--- config.mk ---
export PLATFORM = sky130hd
export DESIGN_NAME = enet_regs_top
export DESIGN_NICKNAME = d
export VERILOG_FILES = /design/src/rtl/enet_regs_pkg.sv /design/src/rtl/enet_irq_unit.sv /design/src/rtl/enet_ctrl_bank.sv /design/src/rtl/enet_read_mux.sv /design/src/rtl/enet_regs_top.sv
export SDC_FILE = /design/constraint.sdc
export NUM_CORES = 1
export LEC_CHECK = 0
export CAP_MARGIN = 20
export CORE_MARGIN = 5
export CORE_UTILIZATION = 45
export DETAILED_ROUTE_END_ITERATION = 7
export PLACE_DENSITY = 0.77
export SKIP_CTS_REPAIR_TIMING = 1
export SLEW_MARGIN = 20
export SYNTH_ARGS = -nofsm -noshare
export SYNTH_HDL_FRONTEND = slang
export SYNTH_HIERARCHICAL = 1
export SYNTH_SLANG_ARGS = --single-unit
--- constraint.sdc ---
create_clock -name clk -period 2.4 [get_ports clk]
set_clock_uncertainty 0.15 [all_clocks]
set_input_delay 0.48 -clock clk [delete_from_list [all_inputs] [get_ports clk]]
set_output_delay 0.48 -clock clk [all_outputs]
set_load 0.1 [all_outputs]
--- src/rtl/enet_regs_pkg.sv ---
package enet_regs_pkg;
  // Word indices (byte offset / 4)
  localparam int WI_STATUS  = 0;
  localparam int WI_MASK    = 1;
  localparam int WI_RXCTL   = 2;
  localparam int WI_TXCTL   = 3;
  localparam int WI_DATA    = 4;
  localparam int WI_MACLO   = 5;
  localparam int WI_MACHI   = 6;
  localparam int WI_THRESH  = 7;
  localparam int WI_MIICTL  = 8;
  localparam int WI_MIIDIV  = 9;
  localparam int WI_MIIADR  = 10;
  localparam int WI_MIITXD  = 11;
  localparam int WI_MIIRXD  = 12;
  localparam int WI_PKTCNT  = 13;
  localparam int WI_KICK    = 14;
  localparam int WI_STAMP   = 15;

  // Bit positions with side effects
  localparam int TXERR_BIT     = 1;
  localparam int RX_FLUSH_BIT  = 4;
  localparam int MII_START_BIT = 0;
  localparam int KICK_BIT      = 0;

  // Reset values
  localparam int RXCTL_RST  = 'h08;
  localparam int MIIDIV_RST = 'h80;
endpackage

--- src/rtl/enet_irq_unit.sv ---
module enet_irq_unit #(
  parameter int INT_W = 7
) (
  input  logic             clk,
  input  logic             rst,
  input  logic             ack_we,
  input  logic             mask_we,
  input  logic [INT_W-1:0] wdata,
  input  logic [INT_W-1:0] evt_set,
  output logic [INT_W-1:0] status_o,
  output logic [INT_W-1:0] mask_o,
  output logic             irq_o
);
  logic [INT_W-1:0] status_q, status_d;
  logic [INT_W-1:0] mask_q, mask_d;
  logic [INT_W-1:0] clr_vec;
  logic             irq_q;

  always_comb begin
    clr_vec  = ack_we ? wdata : '0;
    status_d = (status_q & ~clr_vec) | evt_set;
    mask_d   = mask_we ? wdata : mask_q;
  end

  always_ff @(posedge clk) begin
    if (rst) begin
      status_q <= '0;
      mask_q   <= '1;
      irq_q    <= 1'b0;
    end else begin
      status_q <= status_d;
      mask_q   <= mask_d;
      irq_q    <= |(status_d & mask_d);
    end
  end

  assign status_o = status_q;
  assign mask_o   = mask_q;
  assign irq_o    = irq_q;

  AST_IRQ_LEVEL: assert property (@(posedge clk) disable iff (rst)
    irq_q == |(status_q & mask_q));

  AST_ACK_CLEARS: assert property (@(posedge clk) disable iff (rst)
    ack_we |=> ((status_q & $past(wdata & ~evt_set)) == '0));

  AST_EVENT_SETS: assert property (@(posedge clk) disable iff (rst)
    (evt_set != '0) |=> ((status_q & $past(evt_set)) == $past(evt_set)));
endmodule

--- src/rtl/enet_ctrl_bank.sv ---
module enet_ctrl_bank
  import enet_regs_pkg::*;
#(
  parameter int DATA_W    = 32,
  parameter int CTRL_W    = 8,
  parameter int THR_W     = 6,
  parameter int MII_W     = 8,
  parameter int MAC_BYTES = 6
) (
  input  logic                   clk,
  input  logic                   rst,
  input  logic                   we_ack,
  input  logic                   we_rxctl,
  input  logic                   we_txctl,
  input  logic                   we_thr,
  input  logic                   we_miictl,
  input  logic                   we_miidiv,
  input  logic                   we_miitxd,
  input  logic                   we_maclo,
  input  logic                   we_machi,
  input  logic                   we_kick,
  input  logic [DATA_W-1:0]      wdata,
  output logic [CTRL_W-1:0]      rx_ctrl,
  output logic [CTRL_W-1:0]      tx_ctrl,
  output logic [THR_W-1:0]       tx_thresh,
  output logic [MII_W-1:0]       mii_ctrl,
  output logic [MII_W-1:0]       mii_div,
  output logic [MII_W-1:0]       mii_txd,
  output logic [8*MAC_BYTES-1:0] station_addr,
  output logic                   tx_fifo_flush,
  output logic                   rx_fifo_reset,
  output logic                   tx_send_now
);
  localparam int LO_BYTES = 4;

  logic [CTRL_W-1:0] rxc_q, txc_q;
  logic [THR_W-1:0]  thr_q;
  logic [MII_W-1:0]  mctl_q, mdiv_q, mtxd_q;
  logic              flush_q, rxrst_q, kick_q;
  logic [MII_W-1:0]  mctl_wr;

  always_comb begin
    mctl_wr = wdata[MII_W-1:0];
    mctl_wr[MII_START_BIT] = 1'b0;
  end

  always_ff @(posedge clk) begin
    if (rst) begin
      rxc_q   <= CTRL_W'(RXCTL_RST);
      txc_q   <= '0;
      thr_q   <= '1;
      mctl_q  <= '0;
      mdiv_q  <= MII_W'(MIIDIV_RST);
      mtxd_q  <= '0;
      flush_q <= 1'b0;
      rxrst_q <= 1'b0;
      kick_q  <= 1'b0;
    end else begin
      if (we_rxctl)  rxc_q  <= wdata[CTRL_W-1:0];
      if (we_txctl)  txc_q  <= wdata[CTRL_W-1:0];
      if (we_thr)    thr_q  <= wdata[THR_W-1:0];
      if (we_miictl) mctl_q <= mctl_wr;
      if (we_miidiv) mdiv_q <= wdata[MII_W-1:0];
      if (we_miitxd) mtxd_q <= wdata[MII_W-1:0];
      flush_q <= we_ack   & wdata[TXERR_BIT];
      rxrst_q <= we_rxctl & wdata[RX_FLUSH_BIT];
      kick_q  <= we_kick  & wdata[KICK_BIT];
    end
  end

  // Station address bytes: low word holds bytes 0..3, high word the rest
  for (genvar b = 0; b < MAC_BYTES; b++) begin : g_mac
    localparam int SRC_LSB = (b < LO_BYTES) ? 8*b : 8*(b - LO_BYTES);
    logic       byte_we;
    logic [7:0] byte_q;
    assign byte_we = (b < LO_BYTES) ? we_maclo : we_machi;
    always_ff @(posedge clk) begin
      if (rst)          byte_q <= '0;
      else if (byte_we) byte_q <= wdata[SRC_LSB +: 8];
    end
    assign station_addr[8*b +: 8] = byte_q;
  end

  assign rx_ctrl       = rxc_q;
  assign tx_ctrl       = txc_q;
  assign tx_thresh     = thr_q;
  assign mii_ctrl      = mctl_q;
  assign mii_div       = mdiv_q;
  assign mii_txd       = mtxd_q;
  assign tx_fifo_flush = flush_q;
  assign rx_fifo_reset = rxrst_q;
  assign tx_send_now   = kick_q;

  AST_FLUSH_CAUSE: assert property (@(posedge clk) disable iff (rst)
    tx_fifo_flush |-> $past(we_ack && wdata[TXERR_BIT]));

  AST_RXRST_CAUSE: assert property (@(posedge clk) disable iff (rst)
    rx_fifo_reset |-> $past(we_rxctl && wdata[RX_FLUSH_BIT]));

  AST_MII_START_DONE: assert property (@(posedge clk) disable iff (rst)
    we_miictl |=> (mii_ctrl[MII_START_BIT] == 1'b0 &&
                   mii_ctrl[MII_W-1:1] == $past(wdata[MII_W-1:1])));

  AST_MTXD_LOW: assert property (@(posedge clk) disable iff (rst)
    we_miitxd |=> (mii_txd == $past(wdata[MII_W-1:0])));

  AST_KICK_CAUSE: assert property (@(posedge clk) disable iff (rst)
    tx_send_now |-> $past(we_kick && wdata[KICK_BIT]));
endmodule

--- src/rtl/enet_read_mux.sv ---
module enet_read_mux
  import enet_regs_pkg::*;
#(
  parameter int DATA_W    = 32,
  parameter int IDX_W     = 4,
  parameter int INT_W     = 7,
  parameter int CTRL_W    = 8,
  parameter int THR_W     = 6,
  parameter int MII_W     = 8,
  parameter int CNT_W     = 6,
  parameter int MAC_BYTES = 6
) (
  input  logic                   clk,
  input  logic                   rst,
  input  logic                   rd_en,
  input  logic [IDX_W-1:0]       wsel,
  input  logic [INT_W-1:0]       status,
  input  logic [INT_W-1:0]       mask,
  input  logic [CTRL_W-1:0]      rx_ctrl,
  input  logic [CTRL_W-1:0]      tx_ctrl,
  input  logic [THR_W-1:0]       tx_thresh,
  input  logic [MII_W-1:0]       mii_ctrl,
  input  logic [MII_W-1:0]       mii_div,
  input  logic [MII_W-1:0]       mii_txd,
  input  logic [MII_W-1:0]       mii_rxd,
  input  logic [CNT_W-1:0]       pkt_count,
  input  logic [8*MAC_BYTES-1:0] station_addr,
  output logic [DATA_W-1:0]      rdata
);
  localparam int LO_W = 32;
  localparam int HI_W = 8*MAC_BYTES - LO_W;

  logic [DATA_W-1:0] rd_val;
  logic [DATA_W-1:0] rdata_q;

  always_comb begin
    case (wsel)
      IDX_W'(WI_STATUS): rd_val = DATA_W'(status);
      IDX_W'(WI_MASK):   rd_val = DATA_W'(mask);
      IDX_W'(WI_RXCTL):  rd_val = DATA_W'(rx_ctrl);
      IDX_W'(WI_TXCTL):  rd_val = DATA_W'(tx_ctrl);
      IDX_W'(WI_MACLO):  rd_val = DATA_W'(station_addr[LO_W-1:0]);
      IDX_W'(WI_MACHI):  rd_val = DATA_W'(station_addr[LO_W +: HI_W]);
      IDX_W'(WI_THRESH): rd_val = DATA_W'(tx_thresh);
      IDX_W'(WI_MIICTL): rd_val = DATA_W'(mii_ctrl);
      IDX_W'(WI_MIIDIV): rd_val = DATA_W'(mii_div);
      IDX_W'(WI_MIITXD): rd_val = DATA_W'(mii_txd);
      IDX_W'(WI_MIIRXD): rd_val = DATA_W'(mii_rxd);
      IDX_W'(WI_PKTCNT): rd_val = DATA_W'(pkt_count);
      default:           rd_val = '0;
    endcase
  end

  always_ff @(posedge clk) begin
    if (rst)        rdata_q <= '0;
    else if (rd_en) rdata_q <= rd_val;
  end

  assign rdata = rdata_q;

  AST_RSVD_READ_ZERO: assert property (@(posedge clk) disable iff (rst)
    (rd_en && (wsel == IDX_W'(WI_DATA) || wsel == IDX_W'(WI_MIIADR) ||
               wsel == IDX_W'(WI_KICK) || wsel == IDX_W'(WI_STAMP)))
    |=> (rdata == '0));

  AST_RDATA_HOLD: assert property (@(posedge clk) disable iff (rst)
    !rd_en |=> $stable(rdata));
endmodule

--- src/rtl/enet_regs_top.sv ---
module enet_regs_top
  import enet_regs_pkg::*;
#(
  parameter int DATA_W    = 32,
  parameter int IDX_W     = 4,
  parameter int INT_W     = 7,
  parameter int CTRL_W    = 8,
  parameter int THR_W     = 6,
  parameter int MII_W     = 8,
  parameter int CNT_W     = 6,
  parameter int MAC_BYTES = 6
) (
  input  logic                   clk,
  input  logic                   rst,
  input  logic                   bus_wr_en,
  input  logic                   bus_rd_en,
  input  logic [IDX_W-1:0]       bus_waddr,
  input  logic [DATA_W-1:0]      bus_wdata,
  output logic [DATA_W-1:0]      bus_rdata,
  input  logic [INT_W-1:0]       evt_set,
  input  logic [CNT_W-1:0]       rx_pkt_count,
  input  logic [MII_W-1:0]       mii_rxd_in,
  output logic                   irq,
  output logic [CTRL_W-1:0]      rx_ctrl,
  output logic [CTRL_W-1:0]      tx_ctrl,
  output logic [THR_W-1:0]       tx_thresh,
  output logic [MII_W-1:0]       mii_ctrl,
  output logic [MII_W-1:0]       mii_div,
  output logic [MII_W-1:0]       mii_txd,
  output logic [8*MAC_BYTES-1:0] station_addr,
  output logic                   tx_fifo_flush,
  output logic                   rx_fifo_reset,
  output logic                   tx_send_now
);
  logic we_ack, we_mask, we_rxctl, we_txctl, we_thr;
  logic we_miictl, we_miidiv, we_miitxd, we_maclo, we_machi, we_kick;
  logic [INT_W-1:0] status_w, mask_w;

  assign we_ack    = bus_wr_en && (bus_waddr == IDX_W'(WI_STATUS));
  assign we_mask   = bus_wr_en && (bus_waddr == IDX_W'(WI_MASK));
  assign we_rxctl  = bus_wr_en && (bus_waddr == IDX_W'(WI_RXCTL));
  assign we_txctl  = bus_wr_en && (bus_waddr == IDX_W'(WI_TXCTL));
  assign we_maclo  = bus_wr_en && (bus_waddr == IDX_W'(WI_MACLO));
  assign we_machi  = bus_wr_en && (bus_waddr == IDX_W'(WI_MACHI));
  assign we_thr    = bus_wr_en && (bus_waddr == IDX_W'(WI_THRESH));
  assign we_miictl = bus_wr_en && (bus_waddr == IDX_W'(WI_MIICTL));
  assign we_miidiv = bus_wr_en && (bus_waddr == IDX_W'(WI_MIIDIV));
  assign we_miitxd = bus_wr_en && (bus_waddr == IDX_W'(WI_MIITXD));
  assign we_kick   = bus_wr_en && (bus_waddr == IDX_W'(WI_KICK));

  enet_irq_unit #(.INT_W(INT_W)) irq_u (
    .clk      (clk),
    .rst      (rst),
    .ack_we   (we_ack),
    .mask_we  (we_mask),
    .wdata    (bus_wdata[INT_W-1:0]),
    .evt_set  (evt_set),
    .status_o (status_w),
    .mask_o   (mask_w),
    .irq_o    (irq)
  );

  enet_ctrl_bank #(
    .DATA_W(DATA_W), .CTRL_W(CTRL_W), .THR_W(THR_W),
    .MII_W(MII_W), .MAC_BYTES(MAC_BYTES)
  ) ctrl_u (
    .clk           (clk),
    .rst           (rst),
    .we_ack        (we_ack),
    .we_rxctl      (we_rxctl),
    .we_txctl      (we_txctl),
    .we_thr        (we_thr),
    .we_miictl     (we_miictl),
    .we_miidiv     (we_miidiv),
    .we_miitxd     (we_miitxd),
    .we_maclo      (we_maclo),
    .we_machi      (we_machi),
    .we_kick       (we_kick),
    .wdata         (bus_wdata),
    .rx_ctrl       (rx_ctrl),
    .tx_ctrl       (tx_ctrl),
    .tx_thresh     (tx_thresh),
    .mii_ctrl      (mii_ctrl),
    .mii_div       (mii_div),
    .mii_txd       (mii_txd),
    .station_addr  (station_addr),
    .tx_fifo_flush (tx_fifo_flush),
    .rx_fifo_reset (rx_fifo_reset),
    .tx_send_now   (tx_send_now)
  );

  enet_read_mux #(
    .DATA_W(DATA_W), .IDX_W(IDX_W), .INT_W(INT_W), .CTRL_W(CTRL_W),
    .THR_W(THR_W), .MII_W(MII_W), .CNT_W(CNT_W), .MAC_BYTES(MAC_BYTES)
  ) rd_u (
    .clk          (clk),
    .rst          (rst),
    .rd_en        (bus_rd_en),
    .wsel         (bus_waddr),
    .status       (status_w),
    .mask         (mask_w),
    .rx_ctrl      (rx_ctrl),
    .tx_ctrl      (tx_ctrl),
    .tx_thresh    (tx_thresh),
    .mii_ctrl     (mii_ctrl),
    .mii_div      (mii_div),
    .mii_txd      (mii_txd),
    .mii_rxd      (mii_rxd_in),
    .pkt_count    (rx_pkt_count),
    .station_addr (station_addr),
    .rdata        (bus_rdata)
  );
endmodule

# Word-level counts from Yosys, hierarchy flattened

Index checks and enable logic that the tools add are counted.
Widths: inputs -> output; s select.

Latch bits: 0
Memories kept: 0
Output and inout port bits: 130
Bits in read-only memories: 0
Bits in writable memories: 0
Bits of input ports: 61
Word-level logic and storage cells: 54
Register bits: 143

Div/mod/pow operators: 0
$mul: 0
$lt $le $gt $ge: 0
Reductions and logical operators: 13
Shift operators: 0
Add/subtract/negate cells: 0
Bitwise operators: 7
Eq/ne operators: 12
Muxes and demuxes: 3

Operators with widths:

| kind               | number |
|---|---|
| $pmux 32 s12       | 1 |
| $eq 4x4->1 const B | 6 |
| $and 7x7->7        | 2 |
| $mux 7             | 2 |
| $eq 4x3->1 const B | 3 |
| $logic_and 1x1->1  | 11 |
| $eq 4x2->1 const B | 2 |
| $not 7->7          | 1 |
| $or 7x7->7         | 1 |
| $reduce_or 7->1    | 1 |
| $eq 4x1->1 const B | 1 |
| $logic_not 4->1    | 1 |
| $and 1x1->1        | 3 |

# Logic depth before layout (Yosys ltp)

Gate-level depths: netlist (run 1).

Word-level depth: 8
Depth in mapped cells: 7

# Cells and area by module

The synthesis (run 1) kept the hierarchy.

Modules (own cells, without submodules):

| module         | instances | cells an instance | area each (µm²) |
|---|---|---|---|
| enet_ctrl_bank | 1         | 318               | 3507.1 |
| enet_read_mux  | 1         | 248               | 2122.0 |
| enet_irq_unit  | 1         | 59                | 553.0 |
| enet_regs_top  | 1         | 18                | 96.3 |

# Worst setup path before layout (run 1)

OpenSTA, ideal clock, no wires.

Path type: input -> register
From: in bus_waddr[3]
To: reg irq_u.irq_q (netlist: irq_u/irq_o)
Path buffers: 0
Setup slack: 0.306 ns
Library setup time: 0.120 ns
Data arrival time: 1.824 ns
Cell stages on the path: 6
Path through: or3b_4 > nor3_2 > a21boi_1 > o22ai_2 > o221ai_1 > o31a_1

Longest elaborated chain between the ends: 8
Elaborated cells on any way between the ends: 11
Classes of those cells: 1 x eq/ne; 2 x mux; 4 x bitwise; 4 x reduce/logical

Ends and longest elaborated chain:

| what                 | RTL line            | RTL |
|---|---|---|
| from (decl)          | enet_regs_top.sv:17 | `input logic [IDX_W-1:0] bus_waddr,` |
| $logic_not 4->1      | enet_regs_top.sv:39 | `assign we_ack = bus_wr_en && (bus_waddr == IDX_W'(WI_STATUS));` |
| $logic_and 1x1->1    | enet_regs_top.sv:39 |  |
| named net we_ack     | enet_regs_top.sv:35 | `logic we_ack, we_mask, we_rxctl, we_txctl, we_thr;` |
| $mux 7               | enet_irq_unit.sv:20 | `clr_vec = ack_we ? wdata : '0;` |
| $not 7->7            | enet_irq_unit.sv:21 | `status_d = (status_q & ~clr_vec) \| evt_set;` |
| $and 7x7->7          | enet_irq_unit.sv:21 |  |
| $or 7x7->7           | enet_irq_unit.sv:21 |  |
| $and 7x7->7          | enet_irq_unit.sv:33 | `irq_q <= \|(status_d & mask_d);` |
| $reduce_or 7->1      | enet_irq_unit.sv:33 |  |
| to (signal assigned) | enet_irq_unit.sv:33 |  |
| to (decl)            | enet_irq_unit.sv:17 | `logic irq_q;` |

The timed path passes the listed nets, and every way through them passes these cells.
A chain may end at the register's enable or synchronous reset.

# Final worst setup path (run 1)

From: in bus_wr_en
To: reg irq_u.irq_q (netlist: irq_u/irq_o)

Longest elaborated chain between the ends: 7
Elaborated cells on any way between the ends: 9
Classes of those cells: 2 x mux; 4 x bitwise; 3 x reduce/logical

Ends and longest elaborated chain:

| what              | RTL line            | RTL |
|---|---|---|
| from (decl)       | enet_regs_top.sv:15 | `input logic bus_wr_en,` |
| $logic_and 1x1->1 | enet_regs_top.sv:39 |  |
| named net we_ack  | enet_regs_top.sv:35 |  |
| $mux 7            | enet_irq_unit.sv:20 |  |
| $not 7->7         | enet_irq_unit.sv:21 |  |
| $and 7x7->7       | enet_irq_unit.sv:21 |  |
| $or 7x7->7        | enet_irq_unit.sv:21 |  |
| $and 7x7->7       | enet_irq_unit.sv:33 |  |
| $reduce_or 7->1   | enet_irq_unit.sv:33 |  |

The timed path passes the listed nets, and every way through them passes these cells.

==> run summary, run 1 <==
Status = complete, no violations
DP HPWL = 15.53 mm
Cell family with most CP delay = simple AND/OR/NAND/NOR gates
Sequential fraction of the synthesis area = 0.4560
Period utilization = 0.9626
Yosys cell types = 60
R2R cell count = 4
Pre-CTS setup slack = -0.3332 ns
Combinational Power Share = 0.122
WL/cell = 19.16 um
CTS tree = yes
Placed Cells = 1029
Psw = 1.468 mW
Final min period = 2.310 ns
DR vias = 5826
Clk sinks = 143
Min Hold Slack = 0.3671 ns
DR iter-0 viols = 503
Post-synthesis register bit count = 143
Critical path depth = 8
Final setup viols = 0
Root buffer cell = clkbuf_16
Area leader, netlist = dfxtp_1
Post-route ant nets = 0
WP data required = 2.55 ns
Worst-case clock buffer depth = 2
Starting Density = 0.4559
Pre-antenna DRT Iters = 6
CP Cell Sequence = clkdlybuf4s50_1 > or3b_4 > nor3_4 > buf_4 > nand2_1 > a21oi_1 > o221ai_1 > o31a_1
Global routing usage on met2 = 0.4073
Peak VDD IR = 0.5278 mV
Depth of the worst hold-timing path = 2
Share of power burned in registers = 0.404
Worst min path class = flip-flop to flip-flop
# rows = 43
Largest net degree at the start of global routing = 56
Achievable Freq = 0.4328 GHz
Yosys warns = 6
Cell Area, Placed = 0.008243 sq mm
CP max FO = 6
Buf/Inv on CP = 2
Post-synthesis instance area = 0.006279 sq mm
Sw Ratio = 0.2427
Later-pin clock latency in the skew report = 0.42 ns
Main synth FF type = dfxtp_1
Post-route setup TNS = 0 ns
First-pass GRT wire length = 31.31 mm
Max-cap violations = 0
Layout cell share with drive strength beyond 1 = 0.2830
Worst Tran Pin Value = 0.5648 ns
Drt total wl = 20.31 mm
Post-synthesis cell count = 643
Vert. Die Dim = 128.1 um
Number of diodes = 0
Mapped Nets = 704
Vias in the first global route = 5851
Syn avg cell area = 9.764 sq um
Most numerous cell in the Yosys netlist = dfxtp_1
Tot Pwr = 6.048 mW
Cell Count, Final, Fillers Out = 1060
Port buffer count = 189
Clock transition at path regs = 0.06 ns
Crit path max-delay cell type = clkdlybuf4s50_1
Top post-synthesis cells by count = dfxtp_1 (143), nor2_1 (132), mux2i_1 (101)
Critical path capture point type = flip-flop
RSZ-0062 raised after global routing = no
PD cells = 679.9 mW/mm^2
Io pins = 191
Synth top area share = 0.4560
Int Power = 4.580 mW
Grt ovf = 0
Num CTS Buffers = 17
WS Path Type = input pin to flip-flop
Slowest stage delay, CP = 0.48 ns
Post-route cell area = 0.008895 sq mm
Slew headroom = 0.6218
GRT Max-Usage Layer = met2
Die width = 128.1 um
Synth area leaders = dfxtp_1 (46%), mux2i_1 (16%), nor2_1 (7.9%)
Critical Path Start Type = input pin
Initial antenna violation count = 0
Total die area = 0.01641 sq mm
Area growth syn-to-layout = 41.67%
Clk pwr share = 0.474
Leakage = 3.597 nW
CP arrival = 2.46 ns
EDFF count, synth = 0
Final core occ = 0.6458
Final #Nets = 929
# DRC = 0
Avg Vias per Cell = 5.496
GRT Overall Usage = 0.2460
Setup ws final = 0.08967 ns
Core ar. = 0.01377 sq mm
GPL Wtd Cong = 0.9977
Final hold vios = 0
Grt met1 use = 0.2972
Max-slew violations = 0
Synth async-reset ratio = 0
GRT met3 Usage = 0.05792
H-tree depth = 4
[sequential cells by signal, summed over array words and instances (netlist names)]
signal                cells
irq_u/status_o            7
irq_u/irq_o               1
ctrl_u/tx_thresh          6
ctrl_u/mii_ctrl           7
ctrl_u/tx_ctrl            8
ctrl_u/mii_txd            8
irq_u/mask_o              7
rd_u/rdata               32
ctrl_u/tx_fifo_flush      1
ctrl_u/mii_div            8
ctrl_u/tx_send_now        1
ctrl_u/rx_fifo_reset      1
ctrl_u/g_mac.byte_q      48
ctrl_u/rx_ctrl            8
[worst min-delay path, cell delays in order (launching register included)]
cell	delay [ns]
dfxtp_1	0.32
a22oi_1	0.08
nor2_1	0.07
[path summary, 6_finish.rpt]
check	startpoint	end	slack, ns
setup / recovery	bus_wr_en	irq_u/irq_o	0.09
hold / removal	rd_u/rdata[25]	rd_u/rdata[25]	0.37
setup reg to reg	ctrl_u/rx_ctrl[1]	rd_u/rdata[1]	0.93
hold reg to reg	rd_u/rdata[25]	rd_u/rdata[25]	0.37
[layout make-up]
class / instances / area (sq um)
clock buffers: 21 / 460.4
multi-input cells: 439 / 2973
inverters: 7 / 26.28
repair buffers: 260 / 2162
fillers: 1110 / 4878
well taps: 180 / 225.2
flip-flops and latches: 143 / 2863
clock inverters: 10 / 185.2
[layer usage]
metal	vias to the layer above	wire length, um
met1	2748	8303
li1	2737	-
met5	-	0
met2	290	9596
met3	51	1584
met4	0	824
[layout by cell type (no fill, tap or decap), types with 14 or more instances in the layout]
cell type / instances
mux2i_1: 101
nor2_1: 130
clkbuf_16: 17
clkdlybuf4s50_1: 59
a22oi_1: 33
nor2b_1: 14
nand2_1: 26
a21oi_1: 14
buf_4: 196
dfxtp_1: 143
[kinds of logic (layout without fill, tap and decap cells)]
family,count (synthesis),count (layout),synth area share
DFF,143,143,0.4560
muxes,106,106,0.1724
AOI/OAI and AO/OA,106,106,0.1291
buffers and inverters,61,298,0.07413
other,1,1,0.0005973
and+or+nand+nor,226,226,0.1678
[power groups by stage]
| stage | combinational (mW) | sequential (mW) | clock [mW] |
|---|---|---|---|
| global placement | 0.722 | 2.49 | 0 |
| global route | 0.774 | 2.45 | 3.02 |
| CTS | 0.733 | 2.44 | 2.91 |
| floorplan | 0.266 | 2.68 | 0 |
| finish | 0.738 | 2.44 | 2.86 |
| detailed placement | 0.730 | 2.49 | 0 |
Power figures use the tool's default switching activity.
==> run 2, diff against run 1 <==
--- a/config.mk
+++ b/config.mk
@@ -10,6 +10,7 @@
 export CORE_UTILIZATION = 45
 export DETAILED_ROUTE_END_ITERATION = 7
 export PLACE_DENSITY = 0.77
+export SETUP_SLACK_MARGIN = 0.3
 export SKIP_CTS_REPAIR_TIMING = 1
 export SLEW_MARGIN = 20
 export SYNTH_ARGS = -nofsm -noshare
==> run 2 against run 1 <==
Clock-buffer cell count is the same. Global-route usage unchanged. Largest cell class unchanged. Combinational power grew 3.0%. Worst hold slack is essentially flat. Critical path type unchanged. Via count grew 1.2%. Utilization increased by 1.0 points. Fmax rose by 10%. Wire length up 1.8%. Register-to-register slack better by 0.03 ns. Highest routed layer unchanged.
==> run summary, run 2 (synthesis results as in run 1) <==
Status = complete, no violations
Core ar. = 0.01377 sq mm (unchanged)
Clk sinks = 143 (unchanged)
Peak VDD IR = 0.5141 mV (-2.6%)
CP Cell Sequence = clkdlybuf4s50_1 > buf_6 > nand2b_1 > nor2_2 > buf_6 > mux2i_2 > o22ai_2 > o31a_1
Post-route setup TNS = 0 ns (unchanged)
Most used cell, CP = buf_6
Die width = 128.1 um (unchanged)
Area growth syn-to-layout = 43.88%
Largest net degree at the start of global routing = 56 (unchanged)
Final #Nets = 935 (+0.65%)
Vert. Die Dim = 128.1 um (unchanged)
Root buffer cell = clkbuf_16
Grt ovf = 0 (unchanged)
DP HPWL = 15.53 mm (unchanged)
GPL Wtd Cong = 0.9977 (unchanged)
Most frequent cells in the layout = buf_4 (197), dfxtp_1 (143), nor2_1 (129)
Initial antenna violation count = 0 (unchanged)
CTS tree = yes
Io pins = 191 (unchanged)
WP data required = 2.55 ns (about the same)
Final min period = 2.098 ns (-0.2126 ns)
# rows = 43 (unchanged)
WL/cell = 19.40 um (+1.3%)
Largest Register = ctrl_u/g_mac.byte_q
Slew headroom = 0.6222 (about the same)
PD cells = 672.4 mW/mm^2 (-1.1%)
Period utilization = 0.8741 (-0.08858)
H-tree depth = 4 (unchanged)
Tot Pwr = 6.074 mW (+0.43%)
Achievable Freq = 0.4767 GHz (+10%)
Layout cell share with drive strength beyond 1 = 0.3036 (+0.02066)
DR iter-0 viols = 501 (-0.40%)
Total die area = 0.01641 sq mm (unchanged)
Post-route ant nets = 0 (unchanged)
Leakage = 3.696 nW (+2.8%)
Crit path max-delay cell type = clkdlybuf4s50_1
# DRC = 0 (unchanged)
Pre-antenna DRT Iters = 5 (-1)
Worst-case clock buffer depth = 2 (unchanged)
Worst min path class = flip-flop to flip-flop
Critical path capture point type = flip-flop
Later-pin clock latency in the skew report = 0.42 ns (about the same)
Max reg flops = 48 (unchanged)
Most common cell after layout, fill and taps aside = buf_4
Starting Density = 0.4559 (unchanged)
Avg Vias per Cell = 5.532 (+0.65%)
Number of diodes = 0 (unchanged)
Port buffer count = 189 (unchanged)
Final hold vios = 0 (unchanged)
Max-cap violations = 0 (unchanged)
Final setup viols = 0 (unchanged)
Slowest stage delay, CP = 0.48 ns (about the same)
Max-slew violations = 0 (unchanged)
Vias in the first global route = 5851 (unchanged)
Clock transition at path regs = 0.06 ns (about the same)
Critical Path Start Type = input pin
Drt total wl = 20.68 mm (+1.8%)
Worst Tran Pin Value = 0.5642 ns (-0.0005915 ns)
First-pass GRT wire length = 31.31 mm (unchanged)
CP max FO = 11 (+5)
CP arrival = 2.25 ns (-0.21 ns)
GRT Overall Usage = 0.2460 (unchanged)
WS Path Type = input pin to flip-flop
RSZ-0062 raised after global routing = yes
Num CTS Buffers = 17 (unchanged)
DR vias = 5897 (+1.2%)
-- run 2: metal layers --
layer	track usage	part of all wire
met1	0.2972	0.41
met2	0.4073	0.47
met3	0.05792	0.076
met4	0.1273	0.041
met5	0	0
-- run 2: worst paths after layout --
check / startpoint / end / slack [ns] / depth (start not counted)
hold / removal: rd_u/rdata[25] / rd_u/rdata[25] / 0.37 / 2
hold reg to reg: rd_u/rdata[25] / rd_u/rdata[25] / 0.37 / 2
setup reg to reg: ctrl_u/mii_ctrl[3] / rd_u/rdata[3] / 0.96 / 4
setup / recovery: bus_waddr[0] / irq_u/irq_o / 0.30 / 8
-- run 2: metrics by stage --
stage | area, sq um | instances | util | hold WS (ns) | worst slack, ns
finish | 9034 | 1066 | 0.6559 | 0.3671 | 0.3022
global route | 9034 | 1066 | 0.6559 | 0.3861 | 0.2944
CTS | 8889 | 1060 | 0.6453 | 0.3509 | 0.07351
detailed placement | 8243 | 1029 | 0.5985 | 0.3505 | -0.3332
global placement | 8243 | 1029 | 0.5985 | 0.3400 | -0.2639
floorplan | 6279 | 643 | - | 0.3117 | 0.3062
-- run 2: cell type report --
| cell class | count | area [sq um] |
|---|---|---|
| clock buffers | 21 | 460.4 |
| clock inverters | 10 | 185.2 |
| fillers | 1076 | 4740 |
| inverters | 7 | 26.28 |
| multi-input cells | 439 | 3038 |
| flip-flops and latches | 143 | 2863 |
| well taps | 180 | 225.2 |
| repair buffers | 266 | 2236 |
-- run 2: power breakdown --
part           switching [mW]  total (mW)  internal (mW)
sequential             0.0345        2.45           2.41
clock                   0.975        2.87           1.89
combinational           0.472       0.760          0.288
total                    1.48        6.07           4.59
-- run 2: worst max-delay path, delay by kind of cell --
family          cells  cell delay, ns
buf+inv             3            0.82
compound gates      2            0.42
mux                 1            0.26
simple gates        2            0.25
==> run 3, diff against run 2 <==
--- a/config.mk
+++ b/config.mk
@@ -6,7 +6,7 @@
 export NUM_CORES = 1
 export LEC_CHECK = 0
 export CAP_MARGIN = 20
-export CORE_MARGIN = 5
+export CORE_MARGIN = 10
 export CORE_UTILIZATION = 45
 export DETAILED_ROUTE_END_ITERATION = 7
 export PLACE_DENSITY = 0.77
==> run 3 against run 2 <==
Non-clock buffer count down 13. Clock-buffer cell count is 1 lower. Setup slack worse by 0.016 ns. Critical path depth shrank 1. Worst hold slack improved by 0.0016 ns. Utilization down 0.091 points. Clock power is 3% higher. Register-to-register slack got worse by 0.04 ns. Sequential cell count is the same. Largest cell class unchanged. Largest power group unchanged.
==> run summary, run 3 (synthesis results as in run 1) <==
# rows = 43 (unchanged)
Clock transition at path regs = 0.06 ns (about the same)
Worst min path class = flip-flop to flip-flop
Largest Register = ctrl_u/g_mac.byte_q
Clk sinks = 143 (unchanged)
Sw Ratio = 0.2444 (+0.0004881)
Combinational Power Share = 0.122 (-0.003)
Drt total wl = 21.81 mm (+5.5%)
DR vias = 5835 (-1.1%)
Period utilization = 0.8808 (+0.006776)
Grt ovf = 0 (unchanged)
Critical Path Sink = ctrl_u/mii_ctrl[2]
Max reg flops = 48 (unchanged)
Largest net degree at the start of global routing = 66 (+18%)
Status = complete, no violations
Port buffer count = 189 (unchanged)
Psw = 1.506 mW (+1.7%)
Placed Cells = 1021 (-0.78%)
GRT Overall Usage = 0.2182 (-0.02776)
Share of power burned in registers = 0.397 (-0.006)
CP Cell Sequence = clkdlybuf4s50_1 > buf_4 > buf_4 > nor4_2 > buf_4 > mux2i_1 > nor2_1
Peak VDD IR = 0.4430 mV (-14%)
Final core occ = 0.6550 (-0.0009090)
WP data required = 2.53 ns (-0.02 ns)
Most frequent cells in the layout = buf_4 (185), dfxtp_1 (143), nor2_1 (129)
Most common cell after layout, fill and taps aside = buf_4
GPL Wtd Cong = 0.9224 (-7.5%)
WS Path Type = input pin to flip-flop
Slowest stage delay, CP = 0.46 ns (-0.02 ns)
Final hold vios = 0 (unchanged)
Worst Tran Pin Value = 0.7343 ns (+0.1701 ns)
Critical Path Start Type = input pin
Layout fillers = 1114 (+3.5%)
Area growth syn-to-layout = 43.68%
Total die area = 0.01908 sq mm (+16%)
Int Power = 4.658 mW (+1.4%)
Post-route setup TNS = 0 ns (unchanged)
Post-route ant nets = 0 (unchanged)
Initial antenna violation count = 0 (unchanged)
CTS tree = yes
DR iter-0 viols = 554 (+11%)
CP arrival = 2.25 ns (about the same)
Avg Vias per Cell = 5.547 (+0.27%)
Flop2flop setup slack = 0.92 ns (-0.04 ns)
Clk pwr share = 0.481 (+0.009)
Crit path max-delay cell type = clkdlybuf4s50_1
Io pins = 191 (unchanged)
CP max FO = 6 (-5)
Buf/Inv on CP = 4 (+1)
Core ar. = 0.01377 sq mm (unchanged)
Critical path depth = 7 (-1)
Final min period = 2.114 ns (+0.01626 ns)
Most used cell, CP = buf_4
DP HPWL = 16.45 mm (+5.9%)
Final setup viols = 0 (unchanged)
Cell Count, Final, Fillers Out = 1052 (-1.3%)
Vert. Die Dim = 138.1 um (+7.8%)
Slew headroom = 0.5105 (-0.1118)
Leakage = 3.637 nW (-1.6%)
Worst r2r src = ctrl_u/tx_thresh[1]
RSZ-0062 raised after global routing = yes
Min Hold Slack = 0.3687 ns (+0.001590 ns)
Die width = 138.1 um (+7.8%)
Num CTS Buffers = 17 (unchanged)
Pre-antenna DRT Iters = 5 (unchanged)
Later-pin clock latency in the skew report = 0.42 ns (about the same)
WL/cell = 20.74 um (+6.9%)
R2R Path End = rd_u/rdata[1]
Pre-CTS setup slack = -0.2762 ns (+0.05699 ns)
Crit. Startpoint = bus_waddr[1]
Vias in the first global route = 5788 (-1.1%)
Starting Density = 0.4559 (unchanged)
Final #Nets = 922 (-1.4%)
H-tree depth = 4 (unchanged)
Layout cell share with drive strength beyond 1 = 0.2993 (-0.004300)
Achievable Freq = 0.4730 GHz (-0.77%)
Number of diodes = 0 (unchanged)
Root buffer cell = clkbuf_16
PD cells = 683.3 mW/mm^2 (+1.6%)
# DRC = 0 (unchanged)
Max-slew violations = 0 (unchanged)
First-pass GRT wire length = 33.67 mm (+7.5%)
Max-cap violations = 0 (unchanged)
Worst-case clock buffer depth = 2 (unchanged)
R2R cell count = 4 (unchanged)
Cell family with most CP delay = buffers and inverters
Critical path capture point type = flip-flop
Setup ws final = 0.2860 ns (-0.01626 ns)
[run 3: stage by stage]
| step | area [sq um] | power (mW) |
|---|---|---|
| after floorplan | 6279 | 2.942 |
| final | 9021 | 6.164 |
| after CTS | 8865 | 6.184 |
| after global routing | 9021 | 6.349 |
| after global placement | 8208 | 3.213 |
| after detailed placement | 8208 | 3.223 |
[run 3: routing by layer]
layer  up-vias  GRT usage  routed length [um]  part of all wire
met1      2781     0.2695                9279              0.43
met4         0    0.06604                 490             0.022
met3        33    0.06267                1556             0.071
met5         -          0                   0                 0
li1       2725          -                   -                 -
met2       296     0.3597               10490              0.48
[run 3: worst min-delay path by stage]
stage / start / to / slack [ns] / cells after the start
floorplan: irq_u/mask_o[5] / irq_u/mask_o[5] / 0.31 / 2
global placement: rd_u/rdata[19] / rd_u/rdata[19] / 0.34 / 2
detailed placement: irq_u/mask_o[2] / irq_u/mask_o[2] / 0.35 / 2
CTS: irq_u/mask_o[2] / irq_u/mask_o[2] / 0.37 / 2
global route: rd_u/rdata[19] / rd_u/rdata[19] / 0.40 / 2
finish: ctrl_u/g_mac[2].byte_q[6] / rd_u/rdata[22] / 0.37 / 2
[run 3: layout make-up]
type,count,area [sq um],area share
flip-flops and latches,143,2863,0.3173
inverters,7,26.28,0.002913
well taps,180,225.2,0.02497
clock inverters,10,210.2,0.02330
clock buffers,20,446.7,0.04951
repair buffers,253,2152,0.2386
multi-input cells,439,3098,0.3434
[run 3: power by group through the flow]
stage | combinational (mW) | clock, mW | sequential, mW
after floorplan | 0.266 | 0 | 2.68
after global placement | 0.718 | 0 | 2.50
after detailed placement | 0.727 | 0 | 2.50
after CTS | 0.730 | 3.01 | 2.44
after global routing | 0.791 | 3.11 | 2.45
final | 0.753 | 2.96 | 2.45
[run 3: tightest hold or removal path, stage by stage, from the launching register on]
cell	delay, ns
dfxtp_1	0.34
a22oi_1	0.07
nor2_1	0.08
